## config.mk

```make
export PLATFORM = sky130hd
export DESIGN_NAME = rstq_seq
export DESIGN_NICKNAME = d
export VERILOG_FILES = /design/src/rtl/rstq_pkg.sv /design/src/rtl/rstq_hold_cnt.sv /design/src/rtl/rstq_init_tmr.sv /design/src/rtl/rstq_seq.sv
export SDC_FILE = /design/constraint.sdc
export NUM_CORES = 1
export LEC_CHECK = 0
export BUFFER_PORTS_ARGS = -buffer_cell sky130_fd_sc_hd__buf_2
export CORE_UTILIZATION = 40
export DETAILED_ROUTE_END_ITERATION = 7
export GPL_ROUTABILITY_DRIVEN = 0
export PLACE_DENSITY = 0.64
export SKIP_LAST_GASP = 1
export SLEW_MARGIN = 20
export SYNTH_ARGS = -nofsm -noshare
export SYNTH_HDL_FRONTEND = slang
export SYNTH_SLANG_ARGS = --single-unit
```

## constraint.sdc

```tcl
create_clock -name clk_i -period 2.6 [get_ports clk_i]
set_input_delay 0.52 -clock clk_i [delete_from_list [all_inputs] [get_ports clk_i]]
set_output_delay 0.52 -clock clk_i [all_outputs]
set_load 0.01 [all_outputs]
```

## src/rtl/rstq_pkg.sv

```systemverilog
package rstq_pkg;
  typedef enum logic [1:0] {
    PH_RUN  = 2'd0,
    PH_HOLD = 2'd1,
    PH_INIT = 2'd2
  } phase_e;
endpackage

```

## src/rtl/rstq_hold_cnt.sv

```systemverilog
module rstq_hold_cnt #(
  parameter int MIN_HOLD = 4
) (
  input  logic clk_i,
  input  logic rst_i,
  input  logic start_i,
  input  logic inc_i,
  output logic qualified_o
);
  localparam int W = $clog2(MIN_HOLD + 2);
  localparam logic [W-1:0] CAP = W'(MIN_HOLD + 1);

  logic [W-1:0] cnt_q;

  always_ff @(posedge clk_i) begin
    if (rst_i) begin
      cnt_q <= '0;
    end else if (start_i) begin
      cnt_q <= W'(1);
    end else if (inc_i && cnt_q != CAP) begin
      cnt_q <= cnt_q + W'(1);
    end
  end

  assign qualified_o = (cnt_q == CAP);


  restart_at_one_chk: assert property (@(posedge clk_i) disable iff (rst_i)
    start_i |=> (cnt_q == W'(1)));


  never_past_cap_chk: assert property (@(posedge clk_i) disable iff (rst_i)
    inc_i |=> (cnt_q <= CAP));
endmodule

```

## src/rtl/rstq_init_tmr.sv

```systemverilog
module rstq_init_tmr #(
  parameter int INIT_CYCLES = 10
) (
  input  logic clk_i,
  input  logic clr_i,
  input  logic adv_i,
  output logic done_o
);
  localparam int W = $clog2(INIT_CYCLES + 1);
  localparam logic [W-1:0] LAST = W'(INIT_CYCLES - 1);

  logic [W-1:0] cnt_q;

  always_ff @(posedge clk_i) begin
    if (clr_i) begin
      cnt_q <= '0;
    end else if (adv_i && cnt_q != LAST) begin
      cnt_q <= cnt_q + W'(1);
    end
  end

  assign done_o = (cnt_q == LAST);


  tmr_bounded_chk: assert property (@(posedge clk_i) disable iff (clr_i)
    adv_i |=> (cnt_q <= LAST));
endmodule

```

## src/rtl/rstq_seq.sv

```systemverilog
module rstq_seq #(
  parameter int              MIN_HOLD     = 4,
  parameter int              INIT_CYCLES  = 10,
  parameter int              ADDR_W       = 20,
  parameter logic [ADDR_W-1:0] RESTART_ADDR = ADDR_W'(20'hFFFF0)
) (
  input  logic              clk_i,
  input  logic              rst_i,
  input  logic              cpu_rst_i,
  output logic              core_rst_o,
  output logic              abort_o,
  output logic              busy_o,
  output logic [ADDR_W-1:0] start_addr_o,
  output logic              start_load_o
);
  import rstq_pkg::*;

  phase_e phase_q;
  logic   qualified;
  logic   init_done;
  logic   hold_start;
  logic   hold_inc;
  logic   tmr_clr;
  logic   tmr_adv;

  assign hold_start = cpu_rst_i && (phase_q != PH_HOLD);
  assign hold_inc   = cpu_rst_i && (phase_q == PH_HOLD);
  assign tmr_clr    = rst_i || (phase_q != PH_INIT);
  assign tmr_adv    = (phase_q == PH_INIT) && !cpu_rst_i;

  rstq_hold_cnt #(.MIN_HOLD(MIN_HOLD)) u_hold (
    .clk_i      (clk_i),
    .rst_i      (rst_i),
    .start_i    (hold_start),
    .inc_i      (hold_inc),
    .qualified_o(qualified)
  );

  rstq_init_tmr #(.INIT_CYCLES(INIT_CYCLES)) u_tmr (
    .clk_i (clk_i),
    .clr_i (tmr_clr),
    .adv_i (tmr_adv),
    .done_o(init_done)
  );

  always_ff @(posedge clk_i) begin
    if (rst_i) begin
      phase_q      <= PH_INIT;
      core_rst_o   <= 1'b1;
      busy_o       <= 1'b1;
      abort_o      <= 1'b0;
      start_load_o <= 1'b0;
      start_addr_o <= RESTART_ADDR;
    end else begin
      abort_o      <= 1'b0;
      start_load_o <= 1'b0;
      unique case (phase_q)
        PH_RUN: begin
          if (cpu_rst_i) begin
            phase_q    <= PH_HOLD;
            abort_o    <= 1'b1;
            core_rst_o <= 1'b1;
            busy_o     <= 1'b1;
          end
        end
        PH_HOLD: begin
          if (!cpu_rst_i) begin
            if (qualified) begin
              phase_q <= PH_INIT;
            end else begin
              phase_q    <= PH_RUN;
              core_rst_o <= 1'b0;
              busy_o     <= 1'b0;
            end
          end
        end
        PH_INIT: begin
          if (cpu_rst_i) begin
            phase_q <= PH_HOLD;
            abort_o <= 1'b1;
          end else if (init_done) begin
            phase_q      <= PH_RUN;
            core_rst_o   <= 1'b0;
            busy_o       <= 1'b0;
            start_load_o <= 1'b1;
            start_addr_o <= RESTART_ADDR;
          end
        end
        default: phase_q <= PH_RUN;
      endcase
    end
  end


  abort_single_chk: assert property (@(posedge clk_i) disable iff (rst_i)
    abort_o |=> !abort_o);


  abort_needs_pin_chk: assert property (@(posedge clk_i) disable iff (rst_i)
    abort_o |-> $past(cpu_rst_i));


  pin_holds_core_chk: assert property (@(posedge clk_i) disable iff (rst_i)
    cpu_rst_i |=> core_rst_o);


  load_on_release_chk: assert property (@(posedge clk_i) disable iff (rst_i)
    $rose(start_load_o) |-> (!core_rst_o && $past(core_rst_o)
                              && start_addr_o == RESTART_ADDR));


  load_single_chk: assert property (@(posedge clk_i) disable iff (rst_i)
    start_load_o |=> !start_load_o);


  busy_tracks_chk: assert property (@(posedge clk_i) disable iff (rst_i)
    busy_o == core_rst_o);
endmodule

```

==> results.tsv <==
metric	value	unit
cts_max_path_buffers	2	
yosysTopAreaCell	dfxtp_1	
p_int	0.3166	mW
reg2reg_depth	5	
die-area	2322	µm²
final-setup-viol-count	0	
r2r_setup_slack	1.05	ns
register_area	240.2	µm²
start_util	0.4306	
holdWs	0.4942	ns
dr.pass1.iters	4	
place_ws	0.9674	ns
syn_inst	99	
grt_pass1_vias	545	
post-route-min-period	1.552	ns
nFillCells	213	
clkSlewWorstSetupHoldPaths	0.08	ns
ant_nets	0	
drv_slew	0	
cp_num_buf_inv	2	
layout-drive-gt1-share	0.1359	
grt-ovfl-total	0	
crit_chain	inv_1 > ha_1 > inv_2 > or4_1 > a21oi_1	
leakagePower	0.3786	nW
worst_r2r_endpoint	u_tmr.cnt_q[0]$_SDFFE_PP0P_	
initialDrtViolationCount	16	
hold_viol_final	0	
cp-end-kind	register	
path_class	reg -> reg	
max_cap_viol_count	0	
synth-edff-count	0	
pin_count	27	
fin_area	847.1	µm²
cts_made_buffers	3	
crit_arrival	1.76	ns
grt_pass1_wl	2277	µm
fmax	644.2	MHz
num_antenna_cells	0	
hold_class	reg -> reg	
multi_input_area	480.5	µm²
nets	115	
cts_root_buffer	clkbuf_4	
vias_per_cell	4.838	
synth_cell_type_count	30	
setup_tns	0	ns
synth-seq-cells	12	
area.growth.synth_to_final	-0.7331	%
crit_required	2.81	ns
core_area	1982	µm²
crit_family	simple AND/OR/NAND/NOR gates	
rr_startpoint	phase_q[0]$_SDFFE_PP0P_	
syn_area	853.3	µm²
wl_per_cell	10.58	µm
ys_async_sr_fraction	0	
fp.dieW	48.19	µm
post-synth-top-count-cell	buf_4	
cp-start-kind	register	
placed_area	810.8	µm²
row_count	16	
cts_resized	0	
combinationalPowerShare	0.220	
yosys-top-cells-area	dfxtp_1, buf_4, ha_1	
vias	629	
yosysWarnings	0	
worstSetupPathDepth	5	
portBuffers	6	
setup_ws	1.048	ns
clock_latency	0.27	ns
avgSynthCellArea	8.619	µm²
rsz0062_at_grt	false	
fin_crit_sh	0.5970	
seq_power_share	0.451	
cp_slowest_cell	or4_1	
htree_levels	1	
die_y	48.19	µm
grt_max_degree	16	
p_clk_frac	0.329	
cts.sink_count	12	
cts_hold_buf	0	
antenna_found_initial	0	
switching_share	0.3021	
critPathCapture	u_tmr.cnt_q[0]$_SDFFE_PP0P_	
synth_flop_cell	dfxtp_1	
outcome	finished, final reports clean	
grtUsageTotal	0.1398	
post-dp-hpwl	1060	µm
power.switching	0.1370	mW
slowest_delay	0.47	ns
crit_fanout	8	
yosys-top-cells-count	buf_4, dfxtp_1, ha_1, a21oi_1, inv_1	
drc_errors	0	
synth-seq-area-share	0.2815	
wirelength	1375	µm
ir_worst_vdd	0.0004764	V
post_cts_buffers	0	
synth_top_cell_area_share	0.2815	
power.density	535.5	nW/µm²
crit_path_start	phase_q[0]$_SDFFE_PP0P_	
cts_tree	yes	
finalClockSkew	0.003670	ns
## worst reg2reg max path, delay by kind of cell (launching register included)
kind,cells,cell delay [ns]
AND/OR/NAND/NOR,1,0.47
flip-flops,1,0.34
adder cells (fa/ha/maj),1,0.32
buffers and inverters,2,0.22
AO/OA/AOI/OAI,1,0.15
## area by class of cell
class                   count  share of cell area
clock buffers               4             0.04284
inverters                   7             0.03102
multi-input cells          74              0.5672
flip-flops and latches     12              0.2836
well taps                  27             0.03988
repair buffers              6             0.03545
## stage by stage
stage          instances  utilization  total power, mW
2_1_floorplan        117            -           0.3143
3_3_place_gp         126       0.4091           0.3069
3_5_place_dp         126       0.4091           0.3087
4_1_cts              130       0.4274           0.4595
5_1_grt              130       0.4274           0.4859
6_report             130       0.4274           0.4536
## logic make-up (layout without fill, tap and decap cells)
kind of cell	Yosys count	in the layout	share of synthesized area
other	2	20	0.008801
AND/OR/NAND/NOR	23	23	0.1598
flip-flops	12	12	0.2815
AO/OA/AOI/OAI	20	20	0.1569
adder cells (fa/ha/maj)	8	8	0.1173
multiplexers	3	3	0.04105
buffers and inverters	31	17	0.2346
## how the worst min path moves through the flow
stage,startpoint,to,slack (ns),depth (start not counted)
floorplan,u_tmr.cnt_q[3]$_SDFFE_PP0P_,u_tmr.cnt_q[3]$_SDFFE_PP0P_,0.46,2
global placement,phase_q[0]$_SDFFE_PP0P_,abort_o$_SDFF_PP0_,0.48,1
detailed placement,phase_q[0]$_SDFFE_PP0P_,abort_o$_SDFF_PP0_,0.49,1
CTS,phase_q[0]$_SDFFE_PP0P_,abort_o$_SDFF_PP0_,0.50,1
global route,phase_q[0]$_SDFFE_PP0P_,abort_o$_SDFF_PP0_,0.53,1
finish,phase_q[0]$_SDFFE_PP0P_,abort_o$_SDFF_PP0_,0.49,1
## layer usage
metal | track usage | vias to the layer above | share of wire
met5 | 0 | - | 0
met4 | 0.01667 | 0 | 0.0073
met3 | 0.05556 | 2 | 0.057
met2 | 0.2453 | 19 | 0.49
met1 | 0.1644 | 292 | 0.44
li1 | - | 316 | -
## cells in the final DEF (no fill, tap or decap), drive strengths merged
cell type / instances
a211oi: 3
o221ai: 2
nor2: 3
and3b: 1
nand4: 1
o2111ai: 1
nand3b: 2
ha: 8
nand2b: 1
o41ai: 1
mux2: 1
o31ai: 2
nor3: 4
a21oi: 7
o21a: 1
dfxtp: 12
clkbuf: 4
nand2: 3
inv: 7
buf: 6
or4: 2
nor2b: 2
mux2i: 2
conb: 20
a31oi: 3
nand3: 2
or3: 1
nor3b: 1
## power by group through the flow
stage / combinational [mW] / clock [mW] / sequential, mW
6_report: 0.0997 / 0.149 / 0.205
5_1_grt: 0.115 / 0.164 / 0.206
4_1_cts: 0.0999 / 0.155 / 0.205
3_3_place_gp: 0.0981 / 0 / 0.209
3_5_place_dp: 0.0997 / 0 / 0.209
2_1_floorplan: 0.105 / 0 / 0.209
## registers in the layout, indices dropped and copies added (netlist names)
signal        flops
phase_q           2
u_hold.cnt_q      3
busy_o            1
abort_o           1
start_load_o      1
u_tmr.cnt_q       4
No activity file was read; power rests on OpenSTA's default activity.
